### config.mk
export PLATFORM = sky130hd
export DESIGN_NAME = pin_irq_sense
export DESIGN_NICKNAME = d
export VERILOG_FILES = /design/src/rtl/pin_irq_pkg.sv /design/src/rtl/pin_irq_sync.sv /design/src/rtl/pin_irq_cell.sv /design/src/rtl/pin_irq_regs.sv /design/src/rtl/pin_irq_sense.sv
export SDC_FILE = /design/constraint.sdc
export NUM_CORES = 1
export LEC_CHECK = 0
export BUFFER_PORTS_ARGS = -buffer_cell sky130_fd_sc_hd__buf_4
export CAP_MARGIN = 30
export CORE_MARGIN = 2
export CORE_UTILIZATION = 50
export DETAILED_ROUTE_END_ITERATION = 7
export PLACE_DENSITY = 0.8
export SLEW_MARGIN = 20
export SYNTH_ARGS = -nofsm -noshare
export SYNTH_HDL_FRONTEND = slang
export SYNTH_SLANG_ARGS = --single-unit
### constraint.sdc
create_clock -name clk -period 2.1 [get_ports clk]
set_input_delay 0.21 -clock clk [delete_from_list [all_inputs] [get_ports clk]]
set_output_delay 0.21 -clock clk [all_outputs]
set_load 0.05 [all_outputs]
### src/rtl/pin_irq_pkg.sv
// Package: shared sense-mode encoding for the pin interrupt sense unit.
// Assumes: the encoding values are fixed by software and must not change.
package pin_irq_pkg;
    typedef enum logic [1:0] {
        SENSE_LEVEL_LOW = 2'd0,
        SENSE_FALL      = 2'd1,
        SENSE_RISE      = 2'd2,
        SENSE_BOTH      = 2'd3
    } sense_mode_e;
endpackage

### src/rtl/pin_irq_sync.sv
// Module: multi-stage synchroniser for a vector of asynchronous pins.
// Assumes: pins are idle high, so every stage resets to 1 so that a level-low
// sense never sees a false request right after reset.
module pin_irq_sync #(
    parameter int WIDTH  = 8,
    parameter int STAGES = 2
) (
    input  logic             clk,
    input  logic             rst_n,
    input  logic [WIDTH-1:0] async_i,
    output logic [WIDTH-1:0] sync_o
);
    logic [WIDTH-1:0] stage_q [STAGES];

    generate
        for (genvar s = 0; s < STAGES; s++) begin : g_stage
            // Shift each pin one stage further toward the clock domain.
            always_ff @(posedge clk) begin
                if (!rst_n)
                    stage_q[s] <= '1;
                else if (s == 0)
                    stage_q[s] <= async_i;
                else
                    stage_q[s] <= stage_q[(s == 0) ? 0 : s-1];
            end
        end
    endgenerate

    assign sync_o = stage_q[STAGES-1];
endmodule

### src/rtl/pin_irq_cell.sv
// Module: per-pin detector and status bit.
// Assumes: sync_i is already in the clock domain; clr_i is a one-cycle clear
// request from the register port.
module pin_irq_cell
    import pin_irq_pkg::*;
(
    input  logic       clk,
    input  logic       rst_n,
    input  logic [1:0] sense_i,
    input  logic       sync_i,
    input  logic       clr_i,
    output logic       st_o
);
    sense_mode_e mode;
    logic        prev_q;
    logic        evt;
    logic        st_q;

    assign mode = sense_mode_e'(sense_i);

    // Remember the previous synchronised level for edge detection.
    always_ff @(posedge clk) begin
        if (!rst_n) prev_q <= 1'b1;
        else        prev_q <= sync_i;
    end

    // Decide whether the selected edge occurred this cycle.
    always_comb begin
        unique case (mode)
            SENSE_FALL:  evt = prev_q & ~sync_i;
            SENSE_RISE:  evt = ~prev_q & sync_i;
            SENSE_BOTH:  evt = prev_q ^ sync_i;
            default:     evt = 1'b0;
        endcase
    end

    // Status: follows pin in level mode, sticky with clear in edge modes.
    always_ff @(posedge clk) begin
        if (!rst_n)
            st_q <= 1'b0;
        else if (mode == SENSE_LEVEL_LOW)
            st_q <= ~sync_i;
        else
            st_q <= evt | (st_q & ~clr_i);
    end

    assign st_o = st_q;

    assert_level_track_R4: assert property (@(posedge clk) disable iff (!rst_n)
        (mode == SENSE_LEVEL_LOW) |=> (st_q == !$past(sync_i)));
    assert_clear_edge_R5: assert property (@(posedge clk) disable iff (!rst_n)
        (mode != SENSE_LEVEL_LOW && clr_i && !evt) |=> !st_q);
    assert_sticky_R6: assert property (@(posedge clk) disable iff (!rst_n)
        (mode != SENSE_LEVEL_LOW && st_q && !clr_i) |=> st_q);
    assert_event_wins_R7: assert property (@(posedge clk) disable iff (!rst_n)
        (mode != SENSE_LEVEL_LOW && evt) |=> st_q);
endmodule

### src/rtl/pin_irq_regs.sv
// Module: sense register, status-clear decode and read mux.
// Assumes: single-cycle port; reads are combinational from bus_addr.
module pin_irq_regs #(
    parameter int              NUM_PINS   = 8,
    parameter int              ADDR_W     = 8,
    parameter int              DATA_W     = 32,
    parameter logic [ADDR_W-1:0] STATUS_OFS = 8'h10,
    parameter logic [ADDR_W-1:0] SENSE_OFS  = 8'h14
) (
    input  logic                  clk,
    input  logic                  rst_n,
    input  logic [ADDR_W-1:0]     bus_addr,
    input  logic                  bus_wr,
    input  logic [DATA_W-1:0]     bus_wdata,
    input  logic [NUM_PINS-1:0]   status_i,
    output logic [2*NUM_PINS-1:0] sense_o,
    output logic [NUM_PINS-1:0]   clr_o,
    output logic [DATA_W-1:0]     bus_rdata
);
    localparam int SENSE_W = 2 * NUM_PINS;

    logic [SENSE_W-1:0] sense_q;
    logic               wr_sense;
    logic               wr_status;

    assign wr_sense  = bus_wr && (bus_addr == SENSE_OFS);
    assign wr_status = bus_wr && (bus_addr == STATUS_OFS);

    // Hold the packed per-pin sense fields.
    always_ff @(posedge clk) begin
        if (!rst_n)        sense_q <= '0;
        else if (wr_sense) sense_q <= bus_wdata[SENSE_W-1:0];
    end

    // A written zero requests a clear; ones are ignored.
    assign clr_o   = wr_status ? ~bus_wdata[NUM_PINS-1:0] : '0;
    assign sense_o = sense_q;

    // Return the addressed register, zero elsewhere.
    always_comb begin
        if (bus_addr == STATUS_OFS)
            bus_rdata = {{(DATA_W-NUM_PINS){1'b0}}, status_i};
        else if (bus_addr == SENSE_OFS)
            bus_rdata = {{(DATA_W-SENSE_W){1'b0}}, sense_q};
        else
            bus_rdata = '0;
    end

    assert_sense_write_R2: assert property (@(posedge clk) disable iff (!rst_n)
        wr_sense |=> (sense_o == $past(bus_wdata[SENSE_W-1:0])));
    assert_other_write_R9: assert property (@(posedge clk) disable iff (!rst_n)
        (bus_wr && !wr_sense) |=> $stable(sense_o));
endmodule

### src/rtl/pin_irq_sense.sv
// Module: top of the external pin interrupt sense unit.
// Assumes: pins are asynchronous and idle high; the parent controller takes
// active-high level requests.
module pin_irq_sense #(
    parameter int NUM_PINS    = 8,
    parameter int SYNC_STAGES = 2,
    parameter int ADDR_W      = 8,
    parameter int DATA_W      = 32
) (
    input  logic                clk,
    input  logic                rst_n,
    input  logic [NUM_PINS-1:0] pin_i,
    input  logic [ADDR_W-1:0]   bus_addr,
    input  logic                bus_wr,
    input  logic [DATA_W-1:0]   bus_wdata,
    output logic [DATA_W-1:0]   bus_rdata,
    output logic [NUM_PINS-1:0] irq_o
);
    localparam int SENSE_W = 2 * NUM_PINS;

    logic [NUM_PINS-1:0] pin_sync;
    logic [NUM_PINS-1:0] status;
    logic [NUM_PINS-1:0] clr;
    logic [SENSE_W-1:0]  sense;

    pin_irq_sync #(.WIDTH(NUM_PINS), .STAGES(SYNC_STAGES)) u_sync (
        .clk     (clk),
        .rst_n   (rst_n),
        .async_i (pin_i),
        .sync_o  (pin_sync)
    );

    pin_irq_regs #(.NUM_PINS(NUM_PINS), .ADDR_W(ADDR_W), .DATA_W(DATA_W)) u_regs (
        .clk       (clk),
        .rst_n     (rst_n),
        .bus_addr  (bus_addr),
        .bus_wr    (bus_wr),
        .bus_wdata (bus_wdata),
        .status_i  (status),
        .sense_o   (sense),
        .clr_o     (clr),
        .bus_rdata (bus_rdata)
    );

    generate
        for (genvar n = 0; n < NUM_PINS; n++) begin : g_pin
            pin_irq_cell u_cell (
                .clk     (clk),
                .rst_n   (rst_n),
                .sense_i (sense[2*n +: 2]),
                .sync_i  (pin_sync[n]),
                .clr_i   (clr[n]),
                .st_o    (status[n])
            );
        end
    endgenerate

    assign irq_o = status;

    assert_reset_quiet_R9: assert property (@(posedge clk)
        !rst_n |=> (irq_o == '0));
endmodule

* Word level (Yosys, flattened, before mapping)
Memory sizes are Yosys's and may differ from the RTL's. Cells that the tools add are included.
Operators by class: equality and inequality tests 26, mux-type cells 23, bitwise gates (word level) 67, reduce and logical (&&, ||, !) cells 10
Operator list (count):
- == test 2 bit (second input constant) | 16
- 2-to-1 mux 32 bit | 1
- AND 1 bit | 24
- 2-to-1 mux 8 bit | 3
- inverter 1 bit | 24
- one-hot mux 1 bit (3 select lines) | 8
- == test 2 x 1 -> 1 bit (second input constant) | 8
- == test 8 x 5 -> 1 bit (second input constant) | 2
- logical NOT 2 bit | 8
- 2-to-1 mux 16 bit | 1
- 2-to-1 mux 1 bit | 10
- OR 1 bit | 10
- inverter 8 bit | 1
- bitwise XOR 1 bit | 8
- logical AND 1 bit | 2
Word-level totals: bits in registers 32, RAM bits 16, input port bits 51, output and inout port bits 40, memories kept 1
Memory list:
- u_sync.stage_q | words 2, bits a word 8, read ports 2, clocked after memory_dff 0, write ports 2, line pin_irq_sync.sv:13 | logic [WIDTH-1:0] stage_q [STAGES];

* Longest topological paths before layout
depth after elaboration 7, mapped depth 5

* By module
A second synthesis with hierarchy kept.
Unflattened totals: cells, all modules 278, area total of the unflattened synthesis 2446.1 µm²
Modules (own cells, without submodules):
- pin_irq_regs | times used 1, cells each 125, area an instance 1023.5 µm²
- pin_irq_cell | times used 8, cells each 15, area an instance 123.9 µm²
- pin_irq_sync | times used 1, cells each 33, area an instance 431.7 µm²

* Worst setup path after synthesis
OpenSTA, ideal clock, no wires.
path type input port to output port, start point in bus_addr[5], end point out bus_rdata[6], arrival 1.785 ns, data required time 1.890 ns, slack 0.105 ns, stages 4, cells stage by stage or4b_4 nor3_2 clkbuf_1 a22o_1
On the way: cells in the longest elaborated chain, start to end 3
Ends and longest elaborated chain:
- start, declared | line pin_irq_sense.sv:13 | input logic [ADDR_W-1:0] bus_addr,
- == test 8 x 5 -> 1 bit | line pin_irq_regs.sv:43 | else if (bus_addr == SENSE_OFS)
- 2-to-1 mux 16 bit | line pin_irq_regs.sv:43
- 2-to-1 mux 32 bit (*) | line pin_irq_regs.sv:41 | if (bus_addr == STATUS_OFS)
- end, declared | line pin_irq_sense.sv:16 | output logic [DATA_W-1:0] bus_rdata,
Mark *: on every way between the ends. The rest lies on a longest branch, timed or not.

* Worst setup path after layout
Same ends and word-level chain as after synthesis.

==> results.sh <==
export IMPL_status="completed"
export IMPL_period_minus_slack_ns=1.906
export IMPL_place_port_buffers=58
export IMPL_grt_use_total_pct=18.03
export IMPL_synth_distinct_cells=26
export IMPL_drcViolationCount=0
export IMPL_reg2reg_to="g_pin[4].u_cell.st_o"
export IMPL_die_y_um=75.10
export IMPL_yosys_area_share_xor_xnor_pct=0
export IMPL_multi_input_area_mm2=0.001315
export IMPL_r2r_cells=5
export IMPL_synthSimpleGateAreaFrac_pct=22.62
export IMPL_synth_edf_count=0
export IMPL_crit_end="bus_rdata[6]"
export IMPL_grt_pass1_vias=1785
export IMPL_drt_pre_antenna_iters=4
export IMPL_synthFlopType="dfxtp_1"
export IMPL_clk_pin_slew_ns=0.08
export IMPL_crit_path_start="bus_addr[5]"
export IMPL_fillCellCount=407
export IMPL_max_clock_freq_ghz=0.5246
export IMPL_seq_area_um2=960.9
export IMPL_row_count=25
export IMPL_worst_r2r_startpoint="u_sync.stage_q[1][4]"
export IMPL_die_x_um=75.10
export IMPL_dp_hpwl_um=3597
export IMPL_cts_buffer_depth=2
export IMPL_clock_latency_ns=0.29
export IMPL_ir_drop_mv=0.3380
export IMPL_drv_slew=0
export IMPL_crit_family="simple AND/OR/NAND/NOR gates"
export IMPL_leakage_nw=1.399
export IMPL_grt_max_degree=64
export IMPL_grt_pass1_wl_um=7976
export IMPL_synth_cells=277
export IMPL_async_flop_share_pct=0
export IMPL_globalplace_congestion=0.7388
export IMPL_rrSetupSlack_ns=0.83
export IMPL_synth_seq_cells=48
export IMPL_skew_ns=0.006004
export IMPL_layout_common_cells="buf_4, dfxtp_1, nand2_1"
export IMPL_area_growth_pct=19.36
export IMPL_crit_buf_inv=3
export IMPL_syn_area_per_cell_um2=9.124
export IMPL_crit_type="in -> out"
export IMPL_cts_setup_buffers=0
export IMPL_hold_path_class="in -> reg"
export IMPL_fp_coreArea_mm2=0.004786
export IMPL_syn_cell_area_mm2=0.002527
export IMPL_synth_fa_ha_area_share_pct=7.921
export IMPL_yosysSeqAreaShare_pct=38.02
export IMPL_wl_per_cell_um=12.40
export IMPL_drt_first_iter_violations=111
export IMPL_power_density_mw_per_mm2=567.5
export IMPL_ant_nets=0
export IMPL_crit_fanout=11
export IMPL_cts_inserted_buffers=5
export IMPL_via_per_inst=5.030
export IMPL_vias=1997
export IMPL_cts_sinks=48
export IMPL_dieArea_mm2=0.005639
export IMPL_max_stage_delay_ns=0.57
export IMPL_crit_chain="buf_4, or4b_4, nor3_2, buf_4, a22o_1, buf_4"
export IMPL_wl_um=4921
export IMPL_antenna_found_initial=0
export IMPL_crit_cells=6
export IMPL_cts_root_buf="clkbuf_8"
export IMPL_drive_gt1_share_pct=25.76
export IMPL_cts_tree="yes"
export IMPL_yosysWarnings=0
export IMPL_worstSetupStartpointType="input pin"
export IMPL_cap_violations=0
export IMPL_synth_top_family_by_area="simple AND/OR/NAND/NOR gates"
export IMPL_post_cts_resized=0
export IMPL_synth_mux_area_share_pct=6.337
export IMPL_utilization_pct=63.03
export IMPL_finalNetCount=396
export IMPL_critical_path_arrival_ns=1.70
export IMPL_grt_overflow_total=0
export IMPL_final_hold_viol_count=0
export IMPL_tightest_slew_ns=0.5940
export IMPL_hold_buffers=0
export IMPL_holdWs_ns=0.09342
export IMPL_slew_headroom_pct=60.40
export IMPL_crit_required_ns=1.89
export IMPL_start_util_pct=52.81
export IMPL_finalSetupTns_ns=0
export IMPL_final_common_cell="buf_4"
export IMPL_synth_compound_area_share_pct=12.77
export IMPL_rsz0062_at_grt="no"
export IMPL_cpMostUsedCell="buf_4"
export IMPL_critPathCaptureType="output port"
export IMPL_setup_violations=0
export IMPL_post_route_period_util_pct=90.77
export IMPL_diodes=0
export IMPL_ioPinCount=91
export IMPL_total_power_mw=1.712
export IMPL_htreeDepth=2
export IMPL_slowest_stage="or4b_4"
-- cells in the mapped netlist (2+ instances only) --
library cell	instances	area [um^2]
a21boi_0	2	15.01
a22o_1	8	70.07
a31o_2	6	52.55
and2_1	8	50.05
buf_4	24	180.2
buf_6	2	22.52
clkbuf_1	11	41.29
dfxtp_1	48	960.9
ha_1	16	200.2
inv_1	17	63.81
mux2i_1	16	160.2
nand2_1	42	157.7
nand2b_1	28	175.2
nor3_2	2	20.02
nor3b_1	8	60.06
nor4_1	8	50.05
o22ai_1	6	37.54
o311ai_0	8	70.07
o31ai_1	8	60.06
o32ai_1	2	17.52
or2_2	2	12.51
-- flip-flops by register name, indices dropped and copies added (netlist names) --
signal               cells
g_pin.u_cell.prev_q      8
g_pin.u_cell.st_o        8
u_regs.sense_o          16
u_sync.stage_q          16
-- routing by layer --
layer,up-vias,GRT usage (%),share of wire [%]
li1,1018,-,-
met1,934,23.79,45
met2,41,30.51,50
met3,4,3.213,4.3
met4,0,4.563,0.59
met5,-,0,0
-- report_power, final --
part	leakage [nW]	switching [mW]	total, mW	internal (mW)
Sequential	0.392	0.0109	0.944	0.933
Combinational	0.961	0.144	0.221	0.0775
Clock	0.0455	0.278	0.547	0.269
Total	1.40	0.433	1.71	1.28
-- worst min-delay path by stage --
stage	startpoint	endpoint	slack, ns	depth (start not counted)
3_5_place_dp	u_sync.stage_q[0][6]	u_sync.stage_q[1][6]	0.39	1
5_1_grt	pin_i[2]	u_sync.stage_q[0][2]	0.09	2
3_3_place_gp	u_sync.stage_q[0][1]	u_sync.stage_q[1][1]	0.39	1
4_1_cts	pin_i[5]	u_sync.stage_q[0][5]	0.09	2
6_report	pin_i[1]	u_sync.stage_q[0][1]	0.09	2
2_1_floorplan	pin_i[0]	u_sync.stage_q[0][0]	0.31	1
-- cell type report --
class                      count  area share, %
clock buffer                   8          2.986
inverter                      17          2.115
multi-input combinational    190          43.59
sequential                    48          31.85
tap                           67          2.779
timing repair buffer          67          16.67
-- cells by family after synthesis --
family / count (synthesis)
AO/OA/AOI/OAI: 40
adder cells (fa/ha/maj): 16
buffers and inverters: 54
flip-flops: 48
multiplexers: 16
other: 1
AND/OR/NAND/NOR: 102
-- per-stage QoR --
| step | instance area (um^2) | setup slack, ns | instances |
|---|---|---|---|
| floorplan | 2584 | 0.1045 | 292 |
| global placement | 2927 | 0.2201 | 389 |
| detailed placement | 2927 | 0.2112 | 389 |
| CTS | 3017 | 0.1967 | 397 |
| global route | 3017 | 0.09929 | 397 |
| finish | 3017 | 0.1937 | 397 |
(Power assumes the default switching activity.)
